**src/rtl/dma_pkg.sv**
```systemverilog
package dma_pkg;
  localparam int unsigned REG_W = 32;

  localparam logic [1:0] SEL_ADDR = 2'd0;
  localparam logic [1:0] SEL_CNT  = 2'd1;
  localparam logic [1:0] SEL_CTRL = 2'd2;

  localparam int unsigned CB_DIR   = 0;
  localparam int unsigned CB_IE    = 1;
  localparam int unsigned CB_GO    = 2;
  localparam int unsigned CB_BURST = 3;
  localparam int unsigned CB_IRQ   = 30;
  localparam int unsigned CB_DONE  = 31;

  typedef enum logic [1:0] {
    ST_IDLE,
    ST_REQ,
    ST_XFER,
    ST_REL
  } dma_state_e;
endpackage

```
**src/rtl/dma_cnt.sv**
```systemverilog
module dma_cnt #(
  parameter int unsigned AW = 16,
  parameter int unsigned CW = 16
) (
  input  logic          clk_i,
  input  logic          rst_ni,
  input  logic          ld_addr_i,
  input  logic          ld_cnt_i,
  input  logic [31:0]   wdata_i,
  input  logic          beat_i,
  output logic [AW-1:0] addr_o,
  output logic [CW-1:0] cnt_o,
  output logic          cnt_zero_o,
  output logic          cnt_last_o
);
  logic [AW-1:0] addr_q;
  logic [CW-1:0] cnt_q;

  always_ff @(posedge clk_i or negedge rst_ni) begin
    if (!rst_ni) begin
      addr_q <= '0;
      cnt_q  <= '0;
    end else begin
      if (ld_addr_i)   addr_q <= wdata_i[AW-1:0];
      else if (beat_i) addr_q <= addr_q + AW'(1);
      if (ld_cnt_i)    cnt_q  <= wdata_i[CW-1:0];
      else if (beat_i) cnt_q  <= cnt_q - CW'(1);
    end
  end

  assign addr_o     = addr_q;
  assign cnt_o      = cnt_q;
  assign cnt_zero_o = (cnt_q == '0);
  assign cnt_last_o = (cnt_q == CW'(1));

  p_step_r5: assert property (@(posedge clk_i) disable iff (!rst_ni)
    beat_i |=> (addr_q == $past(addr_q) + AW'(1)) && (cnt_q == $past(cnt_q) - CW'(1)));
endmodule

```
**src/rtl/dma_fsm.sv**
```systemverilog
module dma_fsm
  import dma_pkg::*;
(
  input  logic clk_i,
  input  logic rst_ni,
  input  logic start_i,
  input  logic burst_i,
  input  logic cnt_zero_i,
  input  logic cnt_last_i,
  input  logic gnt_i,
  output logic req_o,
  output logic beat_o,
  output logic busy_o,
  output logic finish_o
);
  dma_state_e state_q, state_d;

  always_comb begin
    state_d = state_q;
    unique case (state_q)
      ST_IDLE: if (start_i && !cnt_zero_i) state_d = ST_REQ;
      ST_REQ:  if (gnt_i) state_d = ST_XFER;
      ST_XFER: if (gnt_i) begin
        if (cnt_last_i)   state_d = ST_IDLE;
        else if (!burst_i) state_d = ST_REL;
      end
      ST_REL:  state_d = ST_REQ;
      default: state_d = ST_IDLE;
    endcase
  end

  always_ff @(posedge clk_i or negedge rst_ni) begin
    if (!rst_ni) state_q <= ST_IDLE;
    else         state_q <= state_d;
  end

  assign req_o    = (state_q == ST_REQ) || (state_q == ST_XFER);
  assign beat_o   = (state_q == ST_XFER) && gnt_i;
  assign busy_o   = (state_q != ST_IDLE);
  assign finish_o = (beat_o && cnt_last_i) || (start_i && cnt_zero_i && !busy_o);

  p_start_req_r3: assert property (@(posedge clk_i) disable iff (!rst_ni)
    (start_i && !cnt_zero_i && !busy_o) |=> req_o);
  p_steal_release_r7: assert property (@(posedge clk_i) disable iff (!rst_ni)
    (beat_o && !burst_i && !cnt_last_i) |=> !req_o);
  p_burst_hold_r8: assert property (@(posedge clk_i) disable iff (!rst_ni)
    (beat_o && burst_i && !cnt_last_i) |=> req_o);
  p_zero_noreq_r10: assert property (@(posedge clk_i) disable iff (!rst_ni)
    (start_i && cnt_zero_i && !busy_o) |=> !req_o);
endmodule

```
**src/rtl/dma_regs.sv**
```systemverilog
module dma_regs
  import dma_pkg::*;
#(
  parameter int unsigned AW = 16,
  parameter int unsigned CW = 16
) (
  input  logic             clk_i,
  input  logic             rst_ni,
  input  logic [1:0]       sel_i,
  input  logic             wr_i,
  input  logic             rd_i,
  input  logic [REG_W-1:0] wdata_i,
  output logic [REG_W-1:0] rdata_o,
  input  logic [AW-1:0]    addr_i,
  input  logic [CW-1:0]    cnt_i,
  input  logic             busy_i,
  input  logic             finish_i,
  output logic             ld_addr_o,
  output logic             ld_cnt_o,
  output logic             start_o,
  output logic             dir_o,
  output logic             burst_o,
  output logic             irq_o
);
  logic dir_q, ie_q, burst_q, irq_q, done_q;
  logic wr_ok, ctrl_wr, ctrl_rd;

  assign wr_ok     = wr_i && !busy_i;
  assign ld_addr_o = wr_ok && (sel_i == SEL_ADDR);
  assign ld_cnt_o  = wr_ok && (sel_i == SEL_CNT);
  assign ctrl_wr   = wr_ok && (sel_i == SEL_CTRL);
  assign ctrl_rd   = rd_i && (sel_i == SEL_CTRL);
  assign start_o   = ctrl_wr && wdata_i[CB_GO];

  always_ff @(posedge clk_i or negedge rst_ni) begin
    if (!rst_ni) begin
      dir_q   <= 1'b0;
      ie_q    <= 1'b0;
      burst_q <= 1'b0;
    end else if (ctrl_wr) begin
      dir_q   <= wdata_i[CB_DIR];
      ie_q    <= wdata_i[CB_IE];
      burst_q <= wdata_i[CB_BURST];
    end
  end

  // done sets with the last word; irq follows one cycle later
  always_ff @(posedge clk_i or negedge rst_ni) begin
    if (!rst_ni) begin
      done_q <= 1'b0;
      irq_q  <= 1'b0;
    end else begin
      if (finish_i && !busy_i)  done_q <= 1'b1;
      else if (finish_i)        done_q <= 1'b1;
      else if (start_o)         done_q <= 1'b0;
      if (start_o && !finish_i) irq_q <= 1'b0;
      else if (finish_i && busy_i) irq_q <= irq_q;
      else if (done_set_ie())   irq_q <= 1'b1;
      else if (ctrl_rd)         irq_q <= 1'b0;
    end
  end

  logic fin_q;
  always_ff @(posedge clk_i or negedge rst_ni) begin
    if (!rst_ni) fin_q <= 1'b0;
    else         fin_q <= finish_i && (start_o ? wdata_i[CB_IE] : ie_q);
  end

  function automatic logic done_set_ie();
    return fin_q;
  endfunction

  always_comb begin
    rdata_o = '0;
    unique case (sel_i)
      SEL_ADDR: rdata_o[AW-1:0] = addr_i;
      SEL_CNT:  rdata_o[CW-1:0] = cnt_i;
      SEL_CTRL: begin
        rdata_o[CB_DIR]   = dir_q;
        rdata_o[CB_IE]    = ie_q;
        rdata_o[CB_BURST] = burst_q;
        rdata_o[CB_IRQ]   = irq_q;
        rdata_o[CB_DONE]  = done_q;
      end
      default: rdata_o = '0;
    endcase
  end

  assign dir_o   = dir_q;
  assign burst_o = burst_q;
  assign irq_o   = irq_q;

  p_irq_needs_ie_r9: assert property (@(posedge clk_i) disable iff (!rst_ni)
    $rose(irq_q) |-> ie_q && done_q);
  p_done_on_finish_r9: assert property (@(posedge clk_i) disable iff (!rst_ni)
    finish_i |=> done_q);
  p_read_clears_r11: assert property (@(posedge clk_i) disable iff (!rst_ni)
    (ctrl_rd && !fin_q && !start_o) |=> !irq_q);
  p_busy_hold_r12: assert property (@(posedge clk_i) disable iff (!rst_ni)
    (busy_i && $past(busy_i)) |-> $stable(dir_q) && $stable(burst_q));
endmodule

```
**src/rtl/dma_chan.sv**
```systemverilog
module dma_chan
  import dma_pkg::*;
#(
  parameter int unsigned AW = 16,
  parameter int unsigned CW = 16,
  parameter int unsigned DW = 32
) (
  input  logic          clk_i,
  input  logic          rst_ni,
  input  logic [1:0]    reg_sel_i,
  input  logic          reg_wr_i,
  input  logic          reg_rd_i,
  input  logic [31:0]   reg_wdata_i,
  output logic [31:0]   reg_rdata_o,
  output logic          bus_req_o,
  input  logic          bus_gnt_i,
  output logic          mem_en_o,
  output logic          mem_we_o,
  output logic [AW-1:0] mem_addr_o,
  output logic [DW-1:0] mem_wdata_o,
  input  logic [DW-1:0] mem_rdata_i,
  input  logic [DW-1:0] dev_rdata_i,
  output logic          dev_rd_o,
  output logic [DW-1:0] dev_wdata_o,
  output logic          dev_wr_o,
  output logic          irq_o
);
  logic          ld_addr, ld_cnt, start, dir, burst;
  logic          busy, beat, finish, cnt_zero, cnt_last;
  logic [AW-1:0] addr;
  logic [CW-1:0] cnt;

  dma_regs #(.AW(AW), .CW(CW)) i_regs (
    .clk_i    (clk_i),
    .rst_ni   (rst_ni),
    .sel_i    (reg_sel_i),
    .wr_i     (reg_wr_i),
    .rd_i     (reg_rd_i),
    .wdata_i  (reg_wdata_i),
    .rdata_o  (reg_rdata_o),
    .addr_i   (addr),
    .cnt_i    (cnt),
    .busy_i   (busy),
    .finish_i (finish),
    .ld_addr_o(ld_addr),
    .ld_cnt_o (ld_cnt),
    .start_o  (start),
    .dir_o    (dir),
    .burst_o  (burst),
    .irq_o    (irq_o)
  );

  dma_cnt #(.AW(AW), .CW(CW)) i_cnt (
    .clk_i     (clk_i),
    .rst_ni    (rst_ni),
    .ld_addr_i (ld_addr),
    .ld_cnt_i  (ld_cnt),
    .wdata_i   (reg_wdata_i),
    .beat_i    (beat),
    .addr_o    (addr),
    .cnt_o     (cnt),
    .cnt_zero_o(cnt_zero),
    .cnt_last_o(cnt_last)
  );

  dma_fsm i_fsm (
    .clk_i     (clk_i),
    .rst_ni    (rst_ni),
    .start_i   (start),
    .burst_i   (burst),
    .cnt_zero_i(cnt_zero),
    .cnt_last_i(cnt_last),
    .gnt_i     (bus_gnt_i),
    .req_o     (bus_req_o),
    .beat_o    (beat),
    .busy_o    (busy),
    .finish_o  (finish)
  );

  assign mem_en_o    = beat;
  assign mem_we_o    = beat && !dir;
  assign mem_addr_o  = addr;
  assign mem_wdata_o = dev_rdata_i;
  assign dev_rd_o    = beat && !dir;
  assign dev_wdata_o = mem_rdata_i;
  assign dev_wr_o    = beat && dir;

  p_mem_needs_gnt_r4: assert property (@(posedge clk_i) disable iff (!rst_ni)
    mem_en_o |-> bus_gnt_i && bus_req_o);
  p_dir_excl_r6: assert property (@(posedge clk_i) disable iff (!rst_ni)
    !(dev_wr_o && mem_we_o));
endmodule

```
**config.mk**
```make
export PLATFORM = sky130hd
export DESIGN_NAME = dma_chan
export DESIGN_NICKNAME = d
export VERILOG_FILES = /design/src/rtl/dma_pkg.sv /design/src/rtl/dma_cnt.sv /design/src/rtl/dma_fsm.sv /design/src/rtl/dma_regs.sv /design/src/rtl/dma_chan.sv
export SDC_FILE = /design/constraint.sdc
export NUM_CORES = 1
export LEC_CHECK = 0
export BUFFER_PORTS_ARGS = -buffer_cell sky130_fd_sc_hd__buf_2
export CAP_MARGIN = 30
export CORE_UTILIZATION = 46
export CTS_CLUSTER_DIAMETER = 150
export DETAILED_ROUTE_END_ITERATION = 16
export GPL_TIMING_DRIVEN = 0
export PLACE_DENSITY = 0.95
export SETUP_SLACK_MARGIN = 0.1
export SLEW_MARGIN = 40
export SYNTH_ARGS = -nofsm -noshare
export SYNTH_HDL_FRONTEND = slang
export SYNTH_HIERARCHICAL = 1
export SYNTH_SLANG_ARGS = --single-unit
export TNS_END_PERCENT = 20
```
**constraint.sdc**
```tcl
create_clock -name clk_i -period 5 [get_ports clk_i]
set_input_delay 0.25 -clock clk_i [delete_from_list [all_inputs] [get_ports clk_i]]
set_output_delay 0.25 -clock clk_i [all_outputs]
set_load 0.03 [all_outputs]
```
* Word level (Yosys, flattened, before mapping)
Index checks and enable logic that the tools add are counted.
** Word-level totals
- Flip-flop bits (word level) :: 40
- Input port bits :: 103
- Output and inout port bits :: 118
** Cells by class
- Add/subtract/negate cells :: 2
- Equality and inequality tests :: 11
- Muxes and demuxes :: 23
- Reductions and logical operators :: 33
** Operators with widths (count)
- $mux W16 :: 4
- $pmux W12 S2 :: 1
- $logic_and A1 B1 Y1 :: 17
- $add A16 B1 Y16 const B :: 1
- $eq A16 B1 Y1 const B :: 1
- $logic_not A16 Y1 :: 1
- $sub A16 B1 Y16 const B :: 1
- $mux W2 :: 6
- $mux W1 :: 8
- $pmux W2 S4 :: 1
- $eq A2 B2 Y1 const B :: 3
- $pmux W2 S3 :: 1
- $reduce_bool A2 Y1 :: 3
- $reduce_bool A3 Y1 :: 2
- $eq A2 B1 Y1 const B :: 2
- $logic_not A1 Y1 :: 4
- $logic_not A2 Y1 :: 2
- $ne A2 B1 Y1 const B :: 2
- $ne A2 B2 Y1 const B :: 2
- $reduce_and A4 Y1 :: 1
- $ne A3 B2 Y1 const B :: 1
- $pmux W1 S3 :: 1
- $logic_or A1 B1 Y1 :: 2
- $pmux W1 S2 :: 1
- $reduce_and A2 Y1 :: 1

* Longest topological paths before layout
Gate-level depths: netlist (run 1).
- Depth after elaboration :: 12
- Gate-level depth with buffers :: 10
- Depth with buffers taken out :: 10

* Hierarchy
The synthesis (run 1) kept the hierarchy.
** Modules (own cells, without submodules)
- dma_cnt :: instances 1, cells an instance 200, area an instance 1798.0 um^2, seq. area each 800.8 um^2
- dma_regs :: instances 1, cells an instance 81, area an instance 689.4 um^2, seq. area each 150.1 um^2
- dma_chan :: instances 1, cells an instance 67, area an instance 504.2 um^2, seq. area each 0.0 um^2
- dma_fsm :: instances 1, cells an instance 22, area an instance 219.0 um^2, seq. area each 50.0 um^2

* Least setup slack after synthesis (run 1)
OpenSTA, ideal clock, no wires.
- Kind :: register to register
- Start :: register i_cnt.cnt_q[6], in the netlist i_cnt/cnt_o[6]
- End :: register i_regs.irq_q, in the netlist i_regs/irq_o
- Data arrival time :: 2.164 ns
- Required time :: 4.879 ns
- Setup slack :: 2.715 ns
- Cell stages (with the launch flop) :: 9
- Clock period less this slack :: 2.285 ns
- Cell sequence :: dfrtp_1 nor4_4 nand3_2 or2_1 nor3b_1 a32o_1 a21boi_0 o32a_1 o22a_1
** Between the ends
- Elaborated cells between the ends (all ways) :: 13
- Those cells by class :: 2 x eq/ne; 1 x mux; 10 x reduce/logical
** RTL lines
- from (decl) :: line dma_cnt.sv:17 : logic [CW-1:0] cnt_q;
- from (signal assigned) :: line dma_cnt.sv:26 : if (ld_cnt_i) cnt_q <= wdata_i[CW-1:0];
- from (signal assigned) :: line dma_cnt.sv:27 : else if (beat_i) cnt_q <= cnt_q - CW'(1);
- $eq A16 B1 Y1 * :: line dma_cnt.sv:34 : assign cnt_last_o = (cnt_q == CW'(1));
- net cnt_last :: line dma_chan.sv:29 : logic busy, beat, finish, cnt_zero, cnt_last;
- $logic_and A1 B1 Y1 * :: line dma_fsm.sv:40 : assign finish_o = (beat_o && cnt_last_i) || (start_i && cnt_zero_i && !busy_o);
- $logic_or A1 B1 Y1 * :: line dma_fsm.sv:40
- net finish :: line dma_chan.sv:29
- $logic_not A1 Y1 :: line dma_regs.sv:56 : if (start_o && !finish_i) irq_q <= 1'b0;
- $logic_and A1 B1 Y1 :: line dma_regs.sv:56
- $ne A2 B1 Y1 (no line) or $reduce_bool A3 Y1 (tied branches)
- $reduce_and A2 Y1 (no line)
- to (signal assigned) :: line dma_regs.sv:57 : else if (finish_i && busy_i) irq_q <= irq_q;
- to (decl) :: line dma_regs.sv:25 : logic dir_q, ie_q, burst_q, irq_q, done_q;
Mark *: on every way through the listed nets, which the timed path passes. The rest lies on a longest branch.
A chain may end at the register's enable or synchronous reset.

* Final worst setup path (run 1)
Ends and elaborated chain as after synthesis.

==> metrics.txt, run 1 <==
Pleak=roughly 2.1 nW; sequential share of the synthesized area=31.2%; area delta synth->final=27.9%; final count of hold timing violations=0; met1 WL=~3300 um; vias in the first global route=approximately 3,000; crit start category=register; CP Data Arrival Time=2940 ps; Met3 Routed Length=approximately 830 um; drt via density=5.38; Final Core Density=around 60%; Hold Crit Class=in2reg; Post-DRT Antenna Nets=0; drt total wl=9150 um; post-CTS sizing=0; Synth Area in Simple Gates=about a fifth; starting DRC count in detailed routing=just over 300; Avg Cell Area, Syn=between 8 and 9 sq um; power per standard cell area=roughly 480 nW/um^2; Diodes inserted=0; final setup violation count=0; Tightest Pin Transition=a little under 700 ps; first-pass GRT wire length=14,000 um; clk_lat worst skew=about 310 ps; setup tns final=0 ps; clk buf depth=2; Port-buffer cells=126; starting density of the core=a little under half; RSZ-0062 raised after global routing=false; TritonCTS buffer count=5; largest family of logic cells by synthesized area=buffers and inverters; mux share of post-synthesis cell area=about 7.3%; Die X=~86 um; ys flop type=dfrtp_1; Switch Pwr=just over 1 mW; die height=about 86 um; FF+latch area=approximately 1000 sq um; Synth Area in XOR/XNOR=between 7 and 8%; total gr overflow=0; Worst Clk Skew=a little under 9 ps; Num Clock Sinks=40; met2 routed WL=approximately 4600 um; min Tclk post-route=~2800 ps; hold buffers post-CTS=1; # rows=30; die area=between 7000 and 8000 sq um; Comb pwr share=about half; Clk pwr share=a little under an eighth; core area=around 6800 sq um; maximum number of pins on one net before global-route repair=41; sequential power share=36.6%; area share of the largest cell type after synthesis=a little under a third; DRT Pass-1 Iters=5; Async S/R FF share, synth=100%; outcome=complete, no violations; TritonCTS clock tree=done; Final nets=627; I/O pin count=roughly 220; compound-gate portion of the synthesized area=roughly a tenth; gp weighted congestion=0.854; area taken by multi-input logic gates=between 1500 and 2000 sq um; Slew Limit Fails=0; Post-Syn Instances=370; GRT Util Overall=between 20% and 30%; Crit Path Class=reg2reg; maxcap violations=0; flops & latches, synth=40; relative max-transition margin=54.5%; CTS Root Cell=clkbuf_8; switch share=around 51%; Synth area leader=dfrtp_1; initial antenna violation count=0; crit-path max FO=8; Synth Cell Area=approximately 3200 sq um; H-tree depth=2; Fillers=between 500 and 600; Yosys Warn Count=6; # DRC=0; f_max=0.363 GHz; Internal Pwr Total=about 0.96 mW; fin crit share=a little under three fifths; setup bufs post-CTS=0; Peak VDD IR=about 0.23 mV; Clk pin slew, worst setup/hold paths=about 80 ps; Worst Setup End Kind=register; Area contributors post-synth=dfrtp_1 (31%), buf_4 (18%), mux2i_1 (5.9%); layout cell share with drive strength beyond 1=around 45%; post-synthesis adder-cell area fraction=roughly 2.7%; post-DP HPWL=about 6900 um; Worst EP required=a little over 5000 ps; Post-synth EDFFs=0; WL per Instance=15.3 um; total number of vias=about 3,200; top sig layer=met4; Distinct cells, synth=55
==> synthesized netlist by cell type, types with 9 or more instances <==
cell     count
buf_4       79
nand2_1     44
dfrtp_1     40
o21ai_0     33
nor2_1      23
mux2i_1     19
xnor2_1     15
xor2_1      12
nand4_1     10
inv_1        9
==> worst paths after layout <==
kind / from / endpoint / slack (ps) / cells past startpoint
max: i_cnt/cnt_o[6] / i_regs/irq_o / 2250 / 8
min: reg_wdata_i[5] / i_cnt/addr_o[5] / 170 / 3
max reg2reg: i_cnt/cnt_o[6] / i_regs/irq_o / 2250 / 8
min reg2reg: i_regs/done_q / i_regs/done_q / 510 / 1
max in group asynchronous: rst_ni / i_regs/fin_q / 4170 / 2
min in group asynchronous: rst_ni / i_cnt/addr_o[15] / 460 / 2
==> registers in the layout, summed over array words and instances (netlist names) <==
register        flops
i_cnt/cnt_o        16
i_regs/fin_q        1
i_regs/done_q       1
i_regs/dir_o        1
i_fsm/state_q       2
i_regs/irq_o        1
i_cnt/addr_o       16
i_regs/burst_o      1
i_regs/ie_q         1
==> per-layer routing <==
metal,GRT usage (%),vias up
met4,16.1,0
met3,4.43,44
met5,0,-
met1,27.3,1468
li1,-,1466
met2,43.0,239
==> per-stage QoR <==
step / area (sq um) / power [mW] / worst slack, ps / hold slack, ps / instances
floorplan: 3260 / 1.39 / 2710 / -45.6 / 383
global placement: 3990 / 1.64 / 2450 / 412 / 589
detailed placement: 3990 / 1.70 / 2300 / 259 / 589
CTS: 4100 / 1.95 / 2250 / 166 / 598
global route: 4110 / 2.07 / 2010 / 175 / 598
finish: 4110 / 1.96 / 2250 / 173 / 598
==> critical path, stage by stage, from the launching register on <==
cell and delay (ps):
dfrtp_1 460, nor4_4 550, nand3_2 160, or2_1 280, nor3b_1 420, a32o_1 270
a21boi_0 110, o32a_1 180, o22a_1 200
==> cells by family (layout without fill, tap and decap cells) <==
| kind of cell | after synthesis | count (layout) |
|---|---|---|
| simple gates | 123 | 123 |
| buf+inv | 100 | 235 |
| xor+xnor | 27 | 27 |
| flops | 40 | 40 |
| compound gates | 49 | 49 |
| fa+ha+maj | 7 | 7 |
| mux | 23 | 23 |
| other cells | 1 | 14 |
==> cell usage in the layout, fill, tap and decap left out, types with 2 or more instances in the layout <==
master,synthesis,layout
nor2b_1,3,3
and2_1,3,3
xnor2_1,15,15
buf_2,3,128
nand4b_1,3,3
clkbuf_1,7,7
nand3_1,4,4
mux2_2,3,3
inv_1,9,9
mux2i_1,19,19
xor2_1,12,12
and2b_2,2,2
conb_1,1,14
o21ai_0,33,33
clkinvlp_4,0,2
nor2_1,23,23
nand4_1,10,10
dfrtp_1,40,40
clkbuf_8,0,6
a221o_1,3,3
buf_4,79,80
nor3b_1,3,3
ha_1,7,7
nor3_1,6,6
nor4_1,7,7
nand2_1,44,44
==> cell type report <==
cell class                 instances  share of cell area [%]
buffer                            91                    15.8
tap                               80                    2.44
timing repair buffer             127                    15.7
clock buffer                       6                    2.01
inverter                           9                   0.823
clock inverter                     2                   0.366
sequential                        40                    24.4
multi-input combinational        243                    38.5
==> power groups by stage <==
stage,registers [mW],clock network (mW),logic [mW]
2_1_floorplan,0.769,0,0.618
4_1_cts,0.706,0.236,1.00
6_report,0.718,0.231,1.01
5_1_grt,0.739,0.251,1.08
3_3_place_gp,0.696,0,0.949
3_5_place_dp,0.712,0,0.993
Power figures use the tool's default switching activity.
==> run 2: changes to the inputs <==
--- a/config.mk
+++ b/config.mk
@@ -5,13 +5,14 @@
 export SDC_FILE = /design/constraint.sdc
 export NUM_CORES = 1
 export LEC_CHECK = 0
+export ABC_AREA = 1
 export BUFFER_PORTS_ARGS = -buffer_cell sky130_fd_sc_hd__buf_2
 export CAP_MARGIN = 30
-export CORE_UTILIZATION = 46
+export CORE_UTILIZATION = 44
 export CTS_CLUSTER_DIAMETER = 150
 export DETAILED_ROUTE_END_ITERATION = 16
 export GPL_TIMING_DRIVEN = 0
-export PLACE_DENSITY = 0.95
+export PLACE_DENSITY = 0.91
 export SETUP_SLACK_MARGIN = 0.1
 export SLEW_MARGIN = 40
 export SYNTH_ARGS = -nofsm -noshare
==> constraint.sdc (replaced) <==
create_clock -name clk_i -period 2.8 [get_ports clk_i]
set_input_delay 0.14 -clock clk_i [delete_from_list [all_inputs] [get_ports clk_i]]
set_output_delay 0.14 -clock clk_i [all_outputs]
set_load 0.03 [all_outputs]
==> metrics.txt, run 2 <==
Avg Cell Area, Syn=7.05 sq um (-19%); Hold Crit Class=in2reg; f_max=0.406 GHz (+12%); Synth Cell Area=3490 sq um (+8.7%); # rows=32 (+6.7%); area share of the largest cell type after synthesis=28.7% (-2.5 points); total power=3.82 mW (+95%); RSZ-0062 raised after global routing=false; H-tree depth=2 (unchanged); area delta synth->final=27.1%; Peak VDD IR=0.487 mV (+110%); Die X=91.1 um (+6.5%); clk_lat worst skew=300 ps (about the same); CTS Root Cell=clkbuf_8; sequential share of the synthesized area=28.7% (-2.5 points); clk buf depth=2 (unchanged); starting density of the core=45.4% (-2.1 points); Yosys Warn Count=6 (unchanged); CP max stage delay=440 ps (-110 ps); Commonest cells post-synth=nand2_1 (122), buf_4 (84), nor2_1 (46); Clk pin slew, worst setup/hold paths=90 ps (about the same); starting DRC count in detailed routing=267 (-14%); Worst Setup End Kind=register; Final WS setup=340 ps (-1910 ps); worst slack, placed=418 ps (-1880 ps); ys flop type=dfrtp_1; crit-path cells=inv_1 > ha_1 > inv_1 > nor2_2 > inv_1 > nor2_1 > inv_2 > nand2_2 > inv_2 > buf_2 > a22oi_1 > nand2_1; final count of hold timing violations=0 (unchanged); TritonCTS clock tree=done; drt total wl=9670 um (+5.7%); die area=8290 sq um (+13%); post-DP HPWL=7640 um (+11%); drt via density=5.02 (-6.6%); first-pass GRT wire length=15,100 um (+7.8%); power per standard cell area=861 nW/um^2 (+80%); vias in the first global route=3,255 (+8.8%); min Tclk post-route=2460 ps (-292 ps); most frequent cells in the layout=buf_2 (126), nand2_1 (122), buf_4 (85); Worst EP required=3000 ps (-2190 ps); Diodes inserted=0 (unchanged); setup tns final=0 ps (unchanged); crit start category=register; worst hold margin=95.1 ps (-77.7 ps); relative max-transition margin=62.9% (+8.4 points); outcome=complete, no violations; die height=91.1 um (+6.5%); Tightest Pin Transition=555 ps (-119 ps); gp weighted congestion=0.903 (+5.7%); flops & latches, synth=40 (unchanged); maxcap violations=0 (unchanged); WL per Instance=13.0 um (-15%); CP Launch Point=i_fsm/state_q[0]; crit-path max FO=10 (+2); Slew Limit Fails=0 (unchanged); Final nets=752 (+20%); most common cell after layout, fill and taps aside=buf_2; layout cell share with drive strength beyond 1=39.8% (-5.0 points); initial antenna violation count=0 (unchanged); Area contributors post-synth=dfrtp_1 (29%), buf_4 (18%), nand2_1 (13%); Distinct cells, synth=29 (-47%); Post-synth EDFFs=0 (unchanged); Async S/R FF share, synth=100% (unchanged); top-count cell post-synth=nand2_1; final setup violation count=0 (unchanged); Pleak=2.45 nW (+18%); most frequent CP cell=inv_1; # DRC=0 (unchanged); worst reg-to-reg setup slack=340 ps (-1910 ps); R2R Path Start=i_fsm/state_q[0]; Post-Syn Instances=495 (+34%); Fillers=719 (+26%); hold_sp=reg_wdata_i[12]; Synth area leader=dfrtp_1; CP Data Arrival Time=2660 ps (-280 ps); DRT Pass-1 Iters=5 (unchanged); Post-DRT Antenna Nets=0 (unchanged); Port-buffer cells=126 (unchanged); I/O pin count=221 (unchanged); total gr overflow=0 (unchanged); total number of vias=3,742 (+16%); GRT Util Overall=22.5% (-2.0 points); maximum number of pins on one net before global-route repair=41 (unchanged); fin crit share=87.9% (+33 points); Crit Path Class=reg2reg; core area=7690 sq um (+14%); CP max-delay cell=nor2_1; Worst Clk Skew=9.63 ps (+0.938 ps); Num Clock Sinks=40 (unchanged); post-CTS sizing=0 (unchanged); TritonCTS buffer count=5 (unchanged)
run 2: cell count changes after synthesis, moves of 10 or more:
| cell | previous run | this run |
|---|---|---|
| inv_1 | 9 | 42 |
| nand2_1 | 44 | 122 |
| a22oi_1 | 0 | 17 |
| inv_2 | 0 | 10 |
| a22o_1 | 0 | 13 |
| mux2i_1 | 19 | 0 |
| o21ai_0 | 33 | 6 |
| nor2_2 | 0 | 11 |
| nand3_1 | 4 | 37 |
| nor2_1 | 23 | 46 |
run 2: metal layers:
| layer | global-route usage [%] | share of wire (%) | vias to the layer above | wire length, um |
|---|---|---|---|---|
| li1 | - | - | 1800 | - |
| met1 | 29.6 | 41 | 1691 | 3920 |
| met2 | 38.0 | 47 | 233 | 4570 |
| met3 | 3.77 | 11 | 18 | 1040 |
| met4 | 6.48 | 1.4 | 0 | 140 |
| met5 | 0 | 0 | - | 0 |
run 2: repair_timing:
action	4_1_cts	5_1_grt
buffers inserted	0	0
hold buffers	1	0
endpoints found under the hold margin	40	0
run 2: critical path, delay by kind of cell (launching register included):
| kind | cells | cell delay [ps] |
|---|---|---|
| simple gates | 4 | 860 |
| buf+inv | 6 | 660 |
| flops | 1 | 420 |
| fa+ha+maj | 1 | 210 |
| compound gates | 1 | 200 |
run 2: power by group:
group	internal (mW)	total, mW	switching (mW)	leakage, nW
combinational	0.715	2.08	1.37	1.88
clock	0.315	0.534	0.219	0.0645
sequential	0.818	1.20	0.384	0.503
total	1.85	3.82	1.97	2.45
run 2: logic make-up (layout without fill, tap and decap cells):
group | after synthesis | count (layout) | share of synthesized area (%)
buffers and inverters | 139 | 274 | 24.0
AOI/OAI and AO/OA | 58 | 58 | 11.9
other | 1 | 14 | 0.107
adders and majority gates | 7 | 7 | 2.51
and+or+nand+nor | 241 | 241 | 30.6
DFF | 40 | 40 | 28.7
xor gates and xnor gates | 9 | 9 | 2.26
run 2: per-stage QoR:
step / instances / util [%] / cell area [sq um]
final: 745 / 57.7 / 4440
after global routing: 745 / 57.7 / 4440
after CTS: 745 / 57.7 / 4440
after detailed placement: 736 / 55.9 / 4300
after global placement: 736 / 55.9 / 4300
after floorplan: 508 / - / 3540
run 2: layout make-up:
cell class              count  area (sq um)  area share (%)
plain buffers              87           643            14.5
clock buffers               7          96.3            2.17
flip-flops and latches     40          1000            22.6
clock inverters             1          30.0           0.677
inverters                  52           195            4.40
multi-input cells         329          1700            38.3
repair buffers            127           643            14.5
well taps                 102           128            2.88
run 2: path summary, 6_finish.rpt:
path                                    end  depth (start not counted)
setup / recovery           i_cnt/addr_o[15]                         12
max in group asynchronous    i_cnt/cnt_o[4]                          2
hold / removal              i_cnt/cnt_o[12]                          3
setup reg to reg           i_cnt/addr_o[15]                         12
hold reg to reg               i_regs/done_q                          2
min in group asynchronous  i_fsm/state_q[1]                          2
